### src/rtl/pca_timebase_pkg.sv
package pca_timebase_pkg;
  typedef enum logic [1:0] {
    SRC_DIV_SLOW = 2'b00,
    SRC_DIV_FAST = 2'b01,
    SRC_TIMER    = 2'b10,
    SRC_PIN      = 2'b11
  } src_e;

  localparam logic [1:0] ADDR_MODE   = 2'd0;
  localparam logic [1:0] ADDR_CTRL   = 2'd1;
  localparam logic [1:0] ADDR_CNT_LO = 2'd2;
  localparam logic [1:0] ADDR_CNT_HI = 2'd3;

  // Prescale ratio for an internal source; double-speed mode halves it.
  function automatic int unsigned div_of(src_e s, logic x2,
                                         int unsigned slow, int unsigned fast);
    int unsigned d;
    d = (s == SRC_DIV_SLOW) ? slow : fast;
    return x2 ? (d / 2) : d;
  endfunction

  // Mode register image with reserved bits forced to zero.
  function automatic logic [7:0] mode_image(logic idle_gate, logic wd, src_e s, logic ie);
    return {idle_gate, wd, 3'b000, s, ie};
  endfunction
endpackage

### src/rtl/pca_prescaler.sv
module pca_prescaler
  import pca_timebase_pkg::*;
#(
  parameter int unsigned SLOW_DIV = 12,
  parameter int unsigned FAST_DIV = 4
) (
  input  logic clk,
  input  logic rst_n,
  input  src_e src,
  input  logic x2,
  output logic tick
);
  localparam int PW = $clog2(SLOW_DIV + 1);

  logic [PW-1:0] cnt;
  logic [PW-1:0] reload;
  src_e          src_q;
  logic          sel_chg;

  assign sel_chg = (src != src_q);
  assign reload  = PW'(div_of(src, x2, SLOW_DIV, FAST_DIV));
  assign tick    = !sel_chg && (cnt == PW'(1));

  always_ff @(posedge clk or negedge rst_n) begin
    if (!rst_n) begin
      cnt   <= PW'(SLOW_DIV);
      src_q <= SRC_DIV_SLOW;
    end else begin
      src_q <= src;
      if (sel_chg || cnt <= PW'(1)) cnt <= reload;
      else                          cnt <= cnt - 1'b1;
    end
  end
endmodule

### src/rtl/pca_edge_sync.sv
module pca_edge_sync #(
  parameter int STAGES = 2
) (
  input  logic clk,
  input  logic rst_n,
  input  logic pin,
  output logic rise
);
  logic [STAGES:0] sh;

  always_ff @(posedge clk or negedge rst_n) begin
    if (!rst_n) sh <= '0;
    else        sh <= {sh[STAGES-1:0], pin};
  end

  assign rise = sh[STAGES-1] & ~sh[STAGES];
endmodule

### src/rtl/pca_count.sv
module pca_count #(
  parameter int CNT_W = 16
) (
  input  logic             clk,
  input  logic             rst_n,
  input  logic             en,
  input  logic             wr_lo,
  input  logic             wr_hi,
  input  logic [7:0]       wdata,
  output logic [CNT_W-1:0] value,
  output logic             wrap
);
  localparam int HI_W = CNT_W - 8;

  logic any_wr;
  assign any_wr = wr_lo | wr_hi;
  assign wrap   = en & ~any_wr & (&value);

  always_ff @(posedge clk or negedge rst_n) begin
    if (!rst_n) begin
      value <= '0;
    end else if (any_wr) begin
      if (wr_lo) value[7:0]       <= wdata;
      if (wr_hi) value[CNT_W-1:8] <= wdata[HI_W-1:0];
    end else if (en) begin
      value <= value + 1'b1;
    end
  end
endmodule

### src/rtl/pca_timebase.sv
module pca_timebase
  import pca_timebase_pkg::*;
#(
  parameter int          CNT_W       = 16,
  parameter int unsigned SLOW_DIV    = 12,
  parameter int unsigned FAST_DIV    = 4,
  parameter int          SYNC_STAGES = 2
) (
  input  logic             clk,
  input  logic             rst_n,
  input  logic [1:0]       bus_addr,
  input  logic             bus_wr,
  input  logic [7:0]       bus_wdata,
  output logic [7:0]       bus_rdata,
  input  logic             x2_mode,
  input  logic             idle,
  input  logic             t0_ovf,
  input  logic             ext_pin,
  output logic [CNT_W-1:0] count,
  output logic             ovf_pulse,
  output logic             ovf_flag,
  output logic             irq,
  output logic             wdog_en
);
  // Mode and control state
  logic idle_ctl, ecf, run;
  src_e src;

  // Named internal events
  logic wr_mode, wr_ctrl, wr_lo, wr_hi, count_wr;
  logic div_tick, pin_rise, src_tick, cnt_en, wrap;

  assign wr_mode  = bus_wr && (bus_addr == ADDR_MODE);
  assign wr_ctrl  = bus_wr && (bus_addr == ADDR_CTRL);
  assign wr_lo    = bus_wr && (bus_addr == ADDR_CNT_LO);
  assign wr_hi    = bus_wr && (bus_addr == ADDR_CNT_HI);
  assign count_wr = wr_lo | wr_hi;

  pca_prescaler #(.SLOW_DIV(SLOW_DIV), .FAST_DIV(FAST_DIV)) u_div (
    .clk(clk), .rst_n(rst_n), .src(src), .x2(x2_mode), .tick(div_tick)
  );

  pca_edge_sync #(.STAGES(SYNC_STAGES)) u_sync (
    .clk(clk), .rst_n(rst_n), .pin(ext_pin), .rise(pin_rise)
  );

  always_comb begin
    unique case (src)
      SRC_DIV_SLOW, SRC_DIV_FAST: src_tick = div_tick;
      SRC_TIMER:                  src_tick = t0_ovf;
      default:                    src_tick = pin_rise;
    endcase
  end

  assign cnt_en = run & ~(idle & idle_ctl) & src_tick;

  pca_count #(.CNT_W(CNT_W)) u_cnt (
    .clk(clk), .rst_n(rst_n), .en(cnt_en), .wr_lo(wr_lo), .wr_hi(wr_hi),
    .wdata(bus_wdata), .value(count), .wrap(wrap)
  );

  always_ff @(posedge clk or negedge rst_n) begin
    if (!rst_n) begin
      idle_ctl  <= 1'b0;
      wdog_en   <= 1'b0;
      src       <= SRC_DIV_SLOW;
      ecf       <= 1'b0;
      run       <= 1'b0;
      ovf_flag  <= 1'b0;
      ovf_pulse <= 1'b0;
    end else begin
      ovf_pulse <= wrap;
      if (wr_mode) begin
        idle_ctl <= bus_wdata[7];
        wdog_en  <= bus_wdata[6];
        src      <= src_e'(bus_wdata[2:1]);
        ecf      <= bus_wdata[0];
      end
      if (wr_ctrl) run <= bus_wdata[0];
      if (wrap)         ovf_flag <= 1'b1;
      else if (wr_ctrl) ovf_flag <= bus_wdata[7];
    end
  end

  assign irq = ovf_flag & ecf;

  always_comb begin
    unique case (bus_addr)
      ADDR_MODE:   bus_rdata = mode_image(idle_ctl, wdog_en, src, ecf);
      ADDR_CTRL:   bus_rdata = {ovf_flag, 6'b000000, run};
      ADDR_CNT_LO: bus_rdata = count[7:0];
      default:     bus_rdata = count[15:8];
    endcase
  end
endmodule

### config.mk
export PLATFORM = sky130hd
export DESIGN_NAME = pca_timebase
export DESIGN_NICKNAME = d
export VERILOG_FILES = /design/src/rtl/pca_timebase_pkg.sv /design/src/rtl/pca_prescaler.sv /design/src/rtl/pca_edge_sync.sv /design/src/rtl/pca_count.sv /design/src/rtl/pca_timebase.sv
export SDC_FILE = /design/constraint.sdc
export NUM_CORES = 1
export LEC_CHECK = 0
export BUFFER_PORTS_ARGS = -buffer_cell sky130_fd_sc_hd__buf_2
export CELL_PAD_IN_SITES_DETAIL_PLACEMENT = 0
export CELL_PAD_IN_SITES_GLOBAL_PLACEMENT = 2
export CORE_ASPECT_RATIO = 0.5
export CORE_MARGIN = 1
export CORE_UTILIZATION = 34
export CTS_CLUSTER_SIZE = 16
export DETAILED_ROUTE_END_ITERATION = 6
export PLACE_DENSITY_LB_ADDON = 0.1
export REMOVE_ABC_BUFFERS = 1
export SETUP_SLACK_MARGIN = 0.02
export SLEW_MARGIN = 10
export SYNTH_ARGS = -nofsm -noshare
export SYNTH_HDL_FRONTEND = slang
export SYNTH_SLANG_ARGS = --single-unit
### constraint.sdc
create_clock -name clk -period 1.9 [get_ports clk]
set_input_delay 0.19 -clock clk [delete_from_list [all_inputs] [get_ports clk]]
set_output_delay 0.19 -clock clk [all_outputs]
set_load 0.01 [all_outputs]
==> summary.md <==
| Metric | Value |
|---|---|
| Status | `finished, violations left` |
| Violated checks | `hold timing` |
| Power density cells | `1150 mW/mm^2` |
| TritonCTS buffer count | `5` |
| Synth Area in XOR/XNOR | `1.66%` |
| Skew final | `0.00222 ns` |
| Fin nets | `288` |
| Critical Path Sink Type | `register` |
| Synth Area in Compound Gates | `25.3%` |
| Area of the die | `0.00653 sq mm` |
| Rows | `19` |
| Number of DRC markers in iteration 0 | `107` |
| Die span in y | `57.7 microns` |
| GRT Resource Usage Total | `21.7%` |
| Cell with the most instances after synthesis | `dfrtp_1` |
| Register bit total from synthesis | `33` |
| Via count of the first global-routing pass | `1,868` |
| TritonCTS clock tree | `yes` |
| Clock Pin Slew Worst Setup and Hold Paths | `0.06 ns` |
| Total number of vias | `1,973` |
| Layout cells sized above 1 | `37.2%` |
| Largest net degree at the start of global routing | `34` |
| Pleak | `1.16 nW` |
| Simple-gate share of the synthesized area | `19.4%` |
| Hold Crit Class | `primary input to async pin` |
| Area grow syn2layout | `28.3%` |
| Final hold vios | `31` |
| Fraction of registers with async set/reset | `100%` |
| VDD IR-drop max | `0.703 mV` |
| Ranking of synthesized cells by area | `dfrtp_1 (37%), mux2_2 (4.8%), nand2_1 (4.5%)` |
| HPWL after DPL | `5.05 mm` |
| Critical path class | `register to register` |
| Critical Path RT | `2.05 ns` |
| # diodes | `0` |
| Clock Path Buffers | `2` |
| Main combinational cell family by area after synthesis | `compound AO/OA/AOI/OAI gates` |
| Port Buf Inserts | `44` |
| Die width | `113 microns` |
| Unique masters post-synth | `53` |
| Worst-Margin Slew | `0.767 ns` |
| List of most frequent post-synthesis cells | `dfrtp_1 (31), nand2_1 (25), nor2_1 (12)` |
| Cell Area, Synth | `0.00211 sq mm` |
| Clk Latency, worst-skew pair | `0.28 ns` |
| Number of synthesized flops with an enable pin | `0` |
| Max Clk Rate | `561 MHz` |
| Unrepaired setup endpoints after global routing | `false` |
| Initial Util | `36.8%` |
| Area share of the leading cell type in the synthesized netlist | `36.8%` |
| # setup viols final | `0` |
| Post-Synthesis Cells | `209` |
| Slew Limit Fails | `0` |
| Final total negative setup slack | `0 ns` |
| Most used DFF post-synth | `dfrtp_1` |
| WL/cell | `18.9 microns` |
| CTS Hold Buffers Added | `0` |
| Final worst path period need | `1.78 ns` |
| Boundary pin count | `45` |
| Number of max-cap violations | `0` |
| DRC Markers | `0` |
| Area leader, netlist | `dfrtp_1` |
| Place WS | `0.118 ns` |
| Register area | `828 sq um` |
| Fillers | `574` |
| Area of the multi-input gates | `0.00121 sq mm` |
| Worst EP arrival | `1.93 ns` |
| Period utilization | `93.8%` |
| Critical Path Source Type | `register` |
| Via/cell ratio | `5.59` |
| Slew margin rel. | `48.9%` |
| H-tree Lvls | `2` |
| Register area share after synthesis | `39.3%` |
| DRT antenna net count | `0` |
| First-pass GRT wire length | `10.3 mm` |
| Proportion of synthesized area in mux cells | `9.39%` |
| Post-Route WL | `6.66 mm` |
| Gpl congestion | `0.804` |
| Core ar. | `0.00573 sq mm` |
| Worst hold slack | `-0.0237 ns` |
| GR Overflow Total | `0` |
| Pre-antenna DRT Iters | `4` |
| # clock sinks | `33` |
| Mean Syn Cell Area | `10.1 sq um` |
| Pwr Total | `3.12 mW` |
| Worst-path maximum fanout | `8` |
| Warnings, synthesis | `0` |
| Initial antenna violation count | `0` |
| Adder-Cell Fraction of Synth Area | `1.78%` |
| CTS Root Cell | `clkbuf_16` |
| Final Worst Setup Slack | `0.118 ns` |
routing by layer:
layer,vias to the layer above,share of wire (%),global-route usage [%]
li1,926,-,-
met1,980,52,32.3
met2,62,42,31.5
met3,5,5.7,5.02
met4,0,0.63,5.83
met5,-,0,0
worst max-delay path, stage by stage (launching register included):
cell	delay, ns
dfrtp_1	0.47
nand2b_4	0.20
a311o_1	0.44
nor2_2	0.34
o221ai_1	0.19
state kept, by name, summed over array words and instances, names as in the netlist:
signal / cells
idle_ctl: 1
src: 2
u_div.cnt: 4
ovf_pulse: 1
u_div.src_q: 2
u_sync.sh: 3
u_cnt.value: 16
wdog_en: 1
ecf: 1
ovf_flag: 1
run: 1
per-stage QoR:
step / util, % / std cells / cell area, sq um / hold slack [ns]
after global routing: 47.2 / 353 / 2700 / 0.00541
final: 47.2 / 353 / 2700 / -0.0237
after detailed placement: 44.1 / 345 / 2530 / 0.300
after CTS: 47.1 / 353 / 2700 / 0.00200
after floorplan: - / 197 / 2050 / -0.106
after global placement: 44.1 / 345 / 2530 / 0.300
area by class of cell:
cell class | instances | share of cell area [%]
Clock inverter | 3 | 1.71
Inverter | 4 | 0.556
Clock buffer | 5 | 4.63
Tap cell | 84 | 3.89
Multi-Input combinational cell | 160 | 44.9
Sequential cell | 33 | 30.6
Timing Repair Buffer | 64 | 13.7
report_power, final:
group / leakage [nW] / internal, mW / switching (mW) / total (mW)
clock network: 0.0800 / 0.620 / 0.328 / 0.949
logic: 0.695 / 0.518 / 0.604 / 1.12
registers: 0.381 / 0.868 / 0.177 / 1.05
timing repair:
action	4_1_cts	5_1_grt
endpoints found under the setup margin	0	2
resized for setup	0	1
setup buffers	0	0
path summary, 6_finish.rpt:
path / startpoint / to / slack [ns] / depth (start not counted)
max: src[0] / u_cnt.value[2] / 0.12 / 4
max in group asynchronous: rst_n / u_div.cnt[1] / 1.43 / 1
min reg2reg: u_sync.sh[0] / u_sync.sh[1] / 0.35 / 0
max reg2reg: src[0] / u_cnt.value[2] / 0.12 / 4
min in group clk: ext_pin / u_sync.sh[0] / 0.01 / 1
min: rst_n / ovf_pulse / -0.02 / 1
layout by cell type (no fill, tap or decap), drive strengths merged, types with 5 or more instances in the layout:
| cell | netlist | layout |
|---|---|---|
| a221oi | 6 | 6 |
| a311oi | 7 | 7 |
| buf | 6 | 64 |
| clkbuf | 6 | 5 |
| dfrtp | 31 | 31 |
| mux2 | 10 | 10 |
| nand2 | 26 | 26 |
| nand3 | 10 | 10 |
| nor2 | 13 | 13 |
| o21ai | 8 | 8 |
| o221ai | 8 | 8 |
| o31a | 6 | 6 |
kinds of logic after synthesis:
logic type	after synthesis
flip-flops	33
AND/OR/NAND/NOR	78
buffers and inverters	16
XOR/XNOR	4
AO/OA/AOI/OAI	59
multiplexers	16
adder cells (fa/ha/maj)	3
(Power assumes the default switching activity.)
